===== config.mk =====
export PLATFORM = sky130hd
export DESIGN_NAME = sel_resp_detect
export DESIGN_NICKNAME = d
export VERILOG_FILES = /design/src/rtl/sel_resp_pkg.sv /design/src/rtl/srd_sampler.sv /design/src/rtl/srd_check.sv /design/src/rtl/srd_ctrl.sv /design/src/rtl/sel_resp_detect.sv
export SDC_FILE = /design/constraint.sdc
export NUM_CORES = 1
export LEC_CHECK = 0
export ABC_AREA = 1
export BUFFER_PORTS_ARGS = -buffer_cell sky130_fd_sc_hd__buf_2
export CORE_MARGIN = 3
export CORE_UTILIZATION = 35
export CTS_CLUSTER_SIZE = 12
export DETAILED_ROUTE_END_ITERATION = 6
export SYNTH_ARGS = -nofsm -noshare
export SYNTH_HDL_FRONTEND = slang
export SYNTH_SLANG_ARGS = --single-unit

===== constraint.sdc =====
create_clock -name clk -period 3.74 [get_ports clk]
set_input_delay 0 -clock clk [delete_from_list [all_inputs] [get_ports clk]]
set_output_delay 0 -clock clk [all_outputs]
set_load 0.01 [all_outputs]

===== src/rtl/sel_resp_pkg.sv =====
package sel_resp_pkg;
  typedef enum logic [1:0] {
    ST_IDLE  = 2'd0,
    ST_CONN  = 2'd1,
    ST_REARM = 2'd2
  } conn_state_e;
endpackage


===== src/rtl/srd_sampler.sv =====
module srd_sampler #(
  parameter int VEC_W  = 13,
  parameter int DESKEW = 3
) (
  input  logic             clk,
  input  logic             rst_n,
  input  logic [VEC_W-1:0] raw,
  output logic [VEC_W-1:0] smp,
  output logic             stable
);
  localparam int CNT_W = $clog2(DESKEW + 1) + 1;
  localparam logic [CNT_W-1:0] CNT_TOP = CNT_W'(DESKEW);

  logic [VEC_W-1:0] prev;
  logic [CNT_W-1:0] cnt;
  logic             same;

  assign same   = (smp == prev);
  assign stable = same && (cnt == CNT_TOP);

  always_ff @(posedge clk or negedge rst_n) begin
    if (!rst_n) begin
      smp  <= '0;
      prev <= '0;
      cnt  <= '0;
    end else begin
      smp  <= raw;
      prev <= smp;
      if (!same)
        cnt <= '0;
      else if (cnt != CNT_TOP)
        cnt <= cnt + 1'b1;
    end
  end

  p_cnt_bound_r9: assert property (@(posedge clk) disable iff (!rst_n)
    cnt <= CNT_TOP);
  p_restart_r9: assert property (@(posedge clk) disable iff (!rst_n)
    !same |=> (cnt == '0));
endmodule


===== src/rtl/srd_check.sv =====
module srd_check #(
  parameter int DATA_W = 8,
  parameter int ID_W   = 3
) (
  input  logic [DATA_W-1:0] data,
  input  logic              par,
  input  logic              bsy,
  input  logic              sel,
  input  logic              io,
  input  logic [ID_W-1:0]   own_id,
  output logic              par_ok,
  output logic              cnt_ok,
  output logic              own_hit,
  output logic              sel_valid,
  output logic [ID_W-1:0]   peer_id
);
  localparam int POP_W = $clog2(DATA_W + 1);

  function automatic logic odd_ok(input logic [DATA_W-1:0] d, input logic p);
    return ^{d, p};
  endfunction

  function automatic logic [POP_W-1:0] ones(input logic [DATA_W-1:0] d);
    logic [POP_W-1:0] n;
    n = '0;
    for (int i = 0; i < DATA_W; i++) n = n + POP_W'(d[i]);
    return n;
  endfunction

  function automatic logic [ID_W-1:0] other_bit(input logic [DATA_W-1:0] d,
                                                input logic [ID_W-1:0] me);
    logic [ID_W-1:0] r;
    r = '0;
    for (int i = 0; i < DATA_W; i++)
      if (d[i] && (ID_W'(i) != me)) r = ID_W'(i);
    return r;
  endfunction

  assign par_ok    = odd_ok(data, par);
  assign cnt_ok    = (ones(data) == POP_W'(2));
  assign own_hit   = data[own_id];
  assign sel_valid = sel && !bsy && !io && par_ok && cnt_ok && own_hit;
  assign peer_id   = other_bit(data, own_id);
endmodule


===== src/rtl/srd_ctrl.sv =====
module srd_ctrl
  import sel_resp_pkg::*;
#(
  parameter int ID_W = 3
) (
  input  logic            clk,
  input  logic            rst_n,
  input  logic            stable,
  input  logic            sel_valid,
  input  logic            sel_low,
  input  logic            atn_s,
  input  logic [ID_W-1:0] peer_id,
  input  logic            disconnect,
  output logic            bsy_out,
  output logic            selected,
  output logic            atn_pending,
  output logic [ID_W-1:0] init_id,
  output conn_state_e     state
);
  logic accept_ev;
  logic release_ev;

  assign accept_ev  = (state == ST_IDLE) && stable && sel_valid;
  assign release_ev = (state == ST_CONN) && disconnect;

  always_ff @(posedge clk or negedge rst_n) begin
    if (!rst_n) begin
      state       <= ST_IDLE;
      bsy_out     <= 1'b0;
      selected    <= 1'b0;
      atn_pending <= 1'b0;
      init_id     <= '0;
    end else begin
      selected <= accept_ev;
      unique case (state)
        ST_IDLE: if (accept_ev) begin
          state       <= ST_CONN;
          bsy_out     <= 1'b1;
          atn_pending <= atn_s;
          init_id     <= peer_id;
        end
        ST_CONN: if (release_ev) begin
          state       <= ST_REARM;
          bsy_out     <= 1'b0;
          atn_pending <= 1'b0;
        end
        ST_REARM: if (stable && sel_low) state <= ST_IDLE;
        default: state <= ST_IDLE;
      endcase
    end
  end

  p_strobe_single_r2: assert property (@(posedge clk) disable iff (!rst_n)
    selected |=> !selected);
  p_release_r10: assert property (@(posedge clk) disable iff (!rst_n)
    release_ev |=> !bsy_out && !atn_pending);
  p_atn_drop_r8: assert property (@(posedge clk) disable iff (!rst_n)
    !bsy_out |-> !atn_pending);
endmodule


===== src/rtl/sel_resp_detect.sv =====
module sel_resp_detect
  import sel_resp_pkg::*;
#(
  parameter int DATA_W = 8,
  parameter int DESKEW = 3,
  parameter int ID_W   = $clog2(DATA_W)
) (
  input  logic              clk,
  input  logic              rst_n,
  input  logic [ID_W-1:0]   own_id,
  input  logic [DATA_W-1:0] bus_data,
  input  logic              bus_par,
  input  logic              bsy_in,
  input  logic              sel_in,
  input  logic              io_in,
  input  logic              atn_in,
  input  logic              disconnect,
  output logic              bsy_out,
  output logic              selected,
  output logic              atn_pending,
  output logic [ID_W-1:0]   init_id
);
  localparam int VEC_W = DATA_W + 5;

  logic [VEC_W-1:0]  raw_vec;
  logic [VEC_W-1:0]  smp_vec;
  logic              stable;
  logic [DATA_W-1:0] s_data;
  logic              s_par, s_bsy, s_sel, s_io, s_atn;
  logic              par_ok, cnt_ok, own_hit, sel_valid;
  logic [ID_W-1:0]   peer_id;
  conn_state_e       state;

  assign raw_vec = {bus_data, bus_par, bsy_in, sel_in, io_in, atn_in};
  assign {s_data, s_par, s_bsy, s_sel, s_io, s_atn} = smp_vec;

  srd_sampler #(.VEC_W(VEC_W), .DESKEW(DESKEW)) u_smp (
    .clk(clk), .rst_n(rst_n), .raw(raw_vec), .smp(smp_vec), .stable(stable)
  );

  srd_check #(.DATA_W(DATA_W), .ID_W(ID_W)) u_chk (
    .data(s_data), .par(s_par), .bsy(s_bsy), .sel(s_sel), .io(s_io),
    .own_id(own_id), .par_ok(par_ok), .cnt_ok(cnt_ok), .own_hit(own_hit),
    .sel_valid(sel_valid), .peer_id(peer_id)
  );

  srd_ctrl #(.ID_W(ID_W)) u_ctl (
    .clk(clk), .rst_n(rst_n), .stable(stable), .sel_valid(sel_valid),
    .sel_low(!s_sel), .atn_s(s_atn), .peer_id(peer_id),
    .disconnect(disconnect), .bsy_out(bsy_out), .selected(selected),
    .atn_pending(atn_pending), .init_id(init_id), .state(state)
  );

  p_rise_needs_valid_r2: assert property (@(posedge clk) disable iff (!rst_n)
    $rose(bsy_out) |-> $past(sel_valid) && selected);
  p_parity_block_r3: assert property (@(posedge clk) disable iff (!rst_n)
    $rose(bsy_out) |-> $past(par_ok));
  p_idcount_block_r4: assert property (@(posedge clk) disable iff (!rst_n)
    $rose(bsy_out) |-> $past(cnt_ok && own_hit));
  p_dir_block_r6: assert property (@(posedge clk) disable iff (!rst_n)
    $rose(bsy_out) |-> $past(!s_io && !s_bsy));
  p_atn_capture_r8: assert property (@(posedge clk) disable iff (!rst_n)
    $rose(bsy_out) |-> (atn_pending == $past(s_atn)));
  p_deskew_r9: assert property (@(posedge clk) disable iff (!rst_n)
    $rose(bsy_out) |-> $past(stable));
  p_fall_cause_r10: assert property (@(posedge clk) disable iff (!rst_n)
    $fell(bsy_out) |-> $past(disconnect));
endmodule


==> summary.txt, run 1 <==
Outcome
  • Status: finished, final reports clean

GRT
  • First-pass GRT wire length: 7.70 mm
  • GR Overflow Total: 0
  • Pin count of the biggest net entering global routing: 38
  • Number of antenna violations at the first check in global routing: 0
  • Vias in the first global route: 1724
  • GR Util All Layers: roughly 14%

Worst setup path
  • Cells on worst reg2reg path: 18
  • Worst path slowest cell: fa_1
  • RR Endpoint: u_ctl.init_id[2]
  • Crit path DAT: 3.74 ns
  • Worst setup SP type: flop
  • R2r setup slk: between 0.15 and 0.2 ns
  • CP max stage delay: 0.51 ns
  • Critical Path Fanout Max: 6
  • Crit Reg-Reg Startpoint: u_smp.smp[5]
  • Worst Path Required: 3.93 ns
  • Crit end category: flop
  • Crit path kind: reg -> reg
  • CP Cell Sequence: ha_4 > inv_2 > fa_1 > fa_1 > inv_2 > fa_2 > inv_2 > fa_1 > nor2_1 > nand2_1 > nor2_1 > nand2_1 > nor2_2 > nand3_1 > nor2_2 > nand3_1 > nand2_1 > inv_1

Yosys
  • Ranking of synthesized cells by area: dfrtp_1, nand2_1, inv_1
  • Syn_nets: around 310
  • Gate Count Post-Synth: 279
  • Synth area leader: dfrtp_1
  • YS warnings: 0
  • Register area share after synthesis: roughly 44%
  • Yosys cell types: 25
  • Mean post-synth cell area: 7.51 sq um
  • Yosys reg bits: 37
  • Mapped Area: 0.00210 sq mm
  • Top-area cell type share of the netlist area: 44.2%

Timing
  • Fmax achieved: about 0.28 GHz
  • Final Setup Violations: 0
  • Final period utilization: between 90% and 100%
  • Worst Skew: just under 0.007 ns
  • Max_slew headroom: 46.4%
  • Fin. max-slew vios: 0
  • Fin. Hold Viols: 0
  • Setup WS post-layout: ~0.18 ns
  • Min Tclk post-route: between 3 and 4 ns
  • RSZ-0062 raised after global routing: yes
  • Worst Tran Pin Value: 0.804 ns
  • Min Hold Slack: 0.223 ns

CTS
  • Cts bufs inserted: 5
  • Clock Path Buffers: 2
  • Clock transition at path regs: 0.07 ns
  • CTS tree: done
  • H-tree Lvls: 2
  • # clock sinks: 37
  • Clk_lat worst skew: 0.29 ns
  • Root buffer cell: clkbuf_8

Detailed routing
  • Via-to-Cell Ratio: around 4.4
  • Via count: around 1800
  • DRT antenna net count: 0
  • DRT Pass-1 Iters: 4
  • Avg WL per Cell: between 10 and 15 um
  • Routed wire length: around 4.2 mm
  • DR iter-0 viols: between 90 and 100
  • DRC Markers: 0

Placement
  • HPWL after detailed placement: roughly 3.3 mm
  • RePlAce Congestion: around 0.85
  • Post-Place Worst Slack: approximately 0.064 ns
  • I/O Buffers: 24

Floorplanning
  • Die Y-Extent: 83.4 um
  • DIE AREA: between 0.006 and 0.007 sq mm
  • Core Area: around 0.0056 sq mm
  • IO Count: 25
  • Cell Rows: 27
  • Starting Density: 37.1%
  • Die X: approximately 83 um

Final layout
  • Share of cells above drive strength 1: around a fifth
  • Synth-to-Final Area Change: 24.8%
  • Final net count: roughly 360
  • N_diodes: 0

Power and ir drop
  • Max IR drop VDD: roughly 0.00024 V
  • PwrDens: approximately 340 mW/mm^2
  • Design Power: slightly below 0.9 mW
  • P_leak: between 1 and 1.5 nW

Hold path
  • Min-delay src: own_id[2]
  • Worst Hold Depth: 6
  • Hold Crit Class: in -> reg
  • Worst Hold Endpoint: u_ctl.bsy_out

Job
  • Max cap viols: 0
## synthesized netlist by cell type
cell type and n:
nand3_4 1, o31ai_1 4, ha_1 5, nor2_2 2, xnor2_1 2, nor2_1 32, a21boi_1 1, a21oi_1 3
nor2_8 1, nand2_1 98, a31oi_1 1, nand2_2 5, o211ai_1 1, fa_1 4, xor2_1 2, o21ai_0 6
dfrtp_1 37, nand3_1 13, inv_2 6, clkinv_1 1, nand4_1 2, nand3_2 2, nor2_4 1, nand2_4 1
inv_1 48
## layer usage
| layer | global-route usage, % | part of all wire, % | vias up |
|---|---|---|---|
| met2 | 22.4 | 47 | 37 |
| li1 | - | - | 938 |
| met5 | 0 | 0 | - |
| met1 | 17.6 | 46 | 798 |
| met4 | 5.20 | 2.0 | 0 |
| met3 | 3.37 | 5.1 | 9 |
## registers in the layout, indices dropped and copies added, names as in the netlist
signal,flops
u_ctl.init_id,3
u_ctl.state,2
u_ctl.bsy_out,1
u_smp.cnt,3
u_smp.smp,13
u_ctl.atn_pending,1
u_ctl.selected,1
u_smp.prev,13
## metrics by stage
stage	util, %	std cells	setup TNS [ns]	area [sq um]
CTS	45.4	399	0	2560
detailed placement	41.1	377	0	2320
global placement	41.1	377	0	2320
global route	46.4	401	-0.0339	2620
finish	46.4	401	0	2620
floorplan	-	279	0	2100
## cells by family (layout without fill, tap and decap cells)
logic type               count (synthesis)  after routing  share of synthesized area [%]
flip-flops                              37             37                           44.2
buffers and inverters                   55            105                           9.85
XOR/XNOR                                 4              4                           1.67
adder cells (fa/ha/maj)                  9              9                           6.81
AO/OA/AOI/OAI                           16             16                           4.60
AND/OR/NAND/NOR                        158            158                           32.9
## repair_timing
| item | 4_1_cts | 5_1_grt |
|---|---|---|
| gates resized for setup | 0 | 13 |
| endpoints found under the setup margin | 0 | 7 |
| hold buffers | 15 | 0 |
| endpoints found under the hold margin | 52 | 0 |
| buffers inserted | 0 | 2 |
## worst max-delay path by stage
stage	start	endpoint	slack [ns]
detailed placement	u_smp.smp[5]	u_ctl.init_id[2]	0.06
global route	u_smp.smp[5]	u_ctl.init_id[2]	-0.03
global placement	u_smp.smp[5]	u_ctl.init_id[2]	0.16
CTS	u_smp.smp[5]	u_ctl.init_id[2]	0.04
finish	u_smp.smp[5]	u_ctl.init_id[2]	0.18
floorplan	u_smp.smp[6]	u_ctl.init_id[1]	0.29
## where the power goes
| part | total [mW] | internal (mW) | leakage [nW] | switching [mW] |
|---|---|---|---|---|
| sequential | 0.431 | 0.415 | 0.438 | 0.0160 |
| combinational | 0.171 | 0.0711 | 0.964 | 0.100 |
| clock | 0.283 | 0.146 | 0.0433 | 0.138 |
## cell usage in the layout (no fill, tap or decap), drive strengths merged
| cell type | n |
|---|---|
| ha | 5 |
| nor2 | 36 |
| a31oi | 1 |
| inv | 54 |
| o31ai | 4 |
| dlygate4sd3 | 15 |
| o211ai | 1 |
| fa | 4 |
| xnor2 | 2 |
| dfrtp | 37 |
| clkbuf | 6 |
| nand2 | 104 |
| a21boi | 1 |
| a21oi | 3 |
| o21ai | 6 |
| xor2 | 2 |
| nand3 | 16 |
| nand4 | 2 |
| clkinvlp | 1 |
| clkinv | 1 |
| buf | 28 |
## worst max-delay path, delay by kind of cell, from the launching register on
kind,cells,cell delay [ns]
buffers and inverters,4,0.17
flip-flops,1,0.45
AND/OR/NAND/NOR,9,0.84
adder cells (fa/ha/maj),5,2.01
## final cells by class
type | count | area, sq um
Clock buffer | 6 | 82.6
Clock inverter | 1 | 7.51
Fill cell | 561 | 3030
Inverter | 55 | 206
Multi-Input combinational cell | 187 | 1000
Sequential cell | 37 | 927
Tap cell | 72 | 90.1
Timing Repair Buffer | 43 | 300
Power figures use the tool's default switching activity.
==> run 2: changes to the inputs <==
Settings changed: ABC_CLOCK_PERIOD_IN_PS from default to 3800.
Clock period 3.74 ns to 3.8 ns, I/O delays scaled along.
==> run 2 against run 1 <==
Effect of this change: clock power decreased by 6%; routed wire length increased by 1.0%; combinational power decreased by 7%; clock-buffer cell count unchanged; first-iteration DRC count increased by 2.2%; clock skew decreased by 0.0045 ns; sequential share of layout area increased by 0.65 points; register-to-register slack improved by 0.12 ns; global-route usage increased by 0.10 points; die area unchanged; highest routed layer unchanged.
==> summary.txt, run 2 (same netlist as run 1, synthesis figures left out) <==
Outcome
  • Status: finished, final reports clean

Detailed routing
  • DR iter-0 viols: 94
  • DRC Markers: 0
  • Routed wire length: 4.28 mm
  • DRT antenna net count: 0
  • Avg WL per Cell: ~11 um
  • DRT Pass-1 Iters: 4
  • Via-to-Cell Ratio: about 4.4
  • Via count: 1765

Timing
  • Final period utilization: ~90%
  • Final Setup Violations: 0
  • RSZ-0062 raised after global routing: no
  • Worst Tran Pin Value: between 0.7 and 0.8 ns
  • Fin. Hold Viols: 0
  • Worst Skew: approximately 0.0024 ns
  • Min Tclk post-route: 3.49 ns
  • Fin. max-slew vios: 0
  • Fmax achieved: approximately 0.29 GHz
  • Setup TNS: 0 ns
  • Min Hold Slack: roughly 0.20 ns
  • Max_slew headroom: between 40 and 50%

Floorplanning
  • DIE AREA: 0.00695 sq mm
  • Core Area: between 0.005 and 0.006 sq mm
  • Die X: 83.4 um
  • Cell Rows: 27
  • IO Count: 25
  • Die Y-Extent: 83.4 um
  • Starting Density: a little under two fifths

CTS
  • Root buffer cell: clkbuf_8
  • CTS tree: done
  • Cts bufs inserted: 5
  • Clk_lat worst skew: approximately 0.29 ns
  • H-tree Lvls: 2
  • # clock sinks: 37
  • Clock Path Buffers: 2
  • Clock transition at path regs: roughly 0.07 ns

Hold path
  • Hold Crit Class: in -> reg

GRT
  • First-pass GRT wire length: between 7 and 8 mm
  • GR Overflow Total: 0
  • Pin count of the biggest net entering global routing: 38
  • GR Util All Layers: between 10 and 15%
  • Vias in the first global route: 1784
  • Number of antenna violations at the first check in global routing: 0

Placement
  • HPWL after detailed placement: ~3.3 mm
  • RePlAce Congestion: a little under 0.9
  • I/O Buffers: 24
  • Placed Area: roughly 0.0023 sq mm

Job
  • Max cap viols: 0

Power and ir drop
  • Max IR drop VDD: ~0.00025 V
  • PwrDens: between 300 and 400 mW/mm^2
  • P_leak: ~1.4 nW
  • Design internal power: 0.601 mW
  • Net Sw Frac: a little under 30%
  • Share of power burned in registers: 49.9%
  • Clk pwr share: between 30% and 40%
  • Sw power: between 0.2 and 0.3 mW
  • Combinational fraction of design power: a little under a fifth

Final layout
  • Most frequent cells in the layout: nand2_1, inv_1, dfrtp_1
  • Fillers: around 550
  • Final net count: ~360
  • Share of cells above drive strength 1: between 10% and 20%
  • Design Area, Final: ~0.0026 sq mm
  • Top Registers: u_smp.prev: 13 flops, u_smp.smp: 13 flops
  • Final core utilization: about 46%
  • Most common cell after layout, fill and taps aside: nand2_1
  • N_diodes: 0
  • Synth-to-Final Area Change: 22.7%

Worst setup path
  • Worst setup SP type: flop
  • Worst Path Required: between 3 and 4 ns
  • Crit end category: flop
  • Crit path DAT: ~3.7 ns
  • Crit path kind: reg -> reg
  • Critical Path Fanout Max: 5
==> run 2: cell types whose count changed in the layout (fill, tap and decap cells not counted), moves of 2 or more <==
cell      delta
nand3_1      +2
nor2_2       -2
clkinv_2     +2
inv_1        +3
nand3_2      -2
nor2_1       +2
inv_2        -3
==> run 2: critical path: stages (launching register included) <==
cell	delay [ns]
dfrtp_2	0.44
ha_1	0.28
inv_1	0.04
fa_1	0.44
fa_1	0.48
inv_1	0.05
fa_2	0.34
inv_1	0.07
fa_1	0.40
nor2_1	0.09
nand2_1	0.07
nor2_1	0.09
nand2_1	0.06
nor2_2	0.10
inv_1	0.05
nor2_1	0.13
nand3_2	0.10
nor2_1	0.10
nor2_1	0.05
==> run 2: repair_timing <==
item,4_1_cts,5_1_grt
resized for setup,0,5
hold buffers,15,0
endpoints found under the setup margin,0,6
hold endpoints to repair,52,0
buffers inserted,0,3
==> run 2: path summary, 6_finish.rpt <==
kind                               from                to  slack (ns)  depth (start not counted)
max                        u_smp.smp[6]  u_ctl.init_id[0]        0.31                         18
min                           own_id[2]    u_ctl.selected        0.20                          6
max reg2reg                u_smp.smp[6]  u_ctl.init_id[0]        0.31                         18
min reg2reg                u_smp.smp[1]     u_smp.prev[1]        0.41                          0
max in group asynchronous         rst_n      u_smp.smp[6]        2.92                          2
min in group asynchronous         rst_n     u_smp.prev[5]        0.33                          2
==> run 2: metal layers <==
layer | global-route usage [%] | vias up | share of wire, %
li1 | - | 934 | -
met1 | 18.0 | 793 | 48
met2 | 22.4 | 30 | 46
met3 | 3.08 | 8 | 3.6
met4 | 5.35 | 0 | 2.1
met5 | 0 | - | 0
==> run 2: power groups by stage <==
| stage | registers (mW) | logic [mW] | clock network, mW |
|---|---|---|---|
| floorplan | 0.428 | 0.105 | 0 |
| global placement | 0.432 | 0.145 | 0 |
| detailed placement | 0.433 | 0.145 | 0 |
| CTS | 0.425 | 0.157 | 0.278 |
| global route | 0.428 | 0.190 | 0.298 |
| finish | 0.425 | 0.159 | 0.267 |
==> run 2: layout make-up <==
type / count / area [sq um] / share of cell area (%)
Inverter: 55 / 206 / 8.03
Clock buffer: 6 / 72.6 / 2.82
Multi-Input combinational cell: 187 / 971 / 37.8
Clock inverter: 2 / 10.0 / 0.389
Timing Repair Buffer: 42 / 293 / 11.4
Sequential cell: 37 / 928 / 36.1
Tap cell: 72 / 90.1 / 3.50
==> run 2: metrics by stage <==
stage | total power [mW] | cells | setup slack, ns
final | 0.852 | 401 | 0.309
after global routing | 0.916 | 401 | 0.0268
after CTS | 0.861 | 398 | 0.135
after detailed placement | 0.578 | 375 | 0.154
after global placement | 0.577 | 375 | 0.206
after floorplan | 0.533 | 279 | 0.353
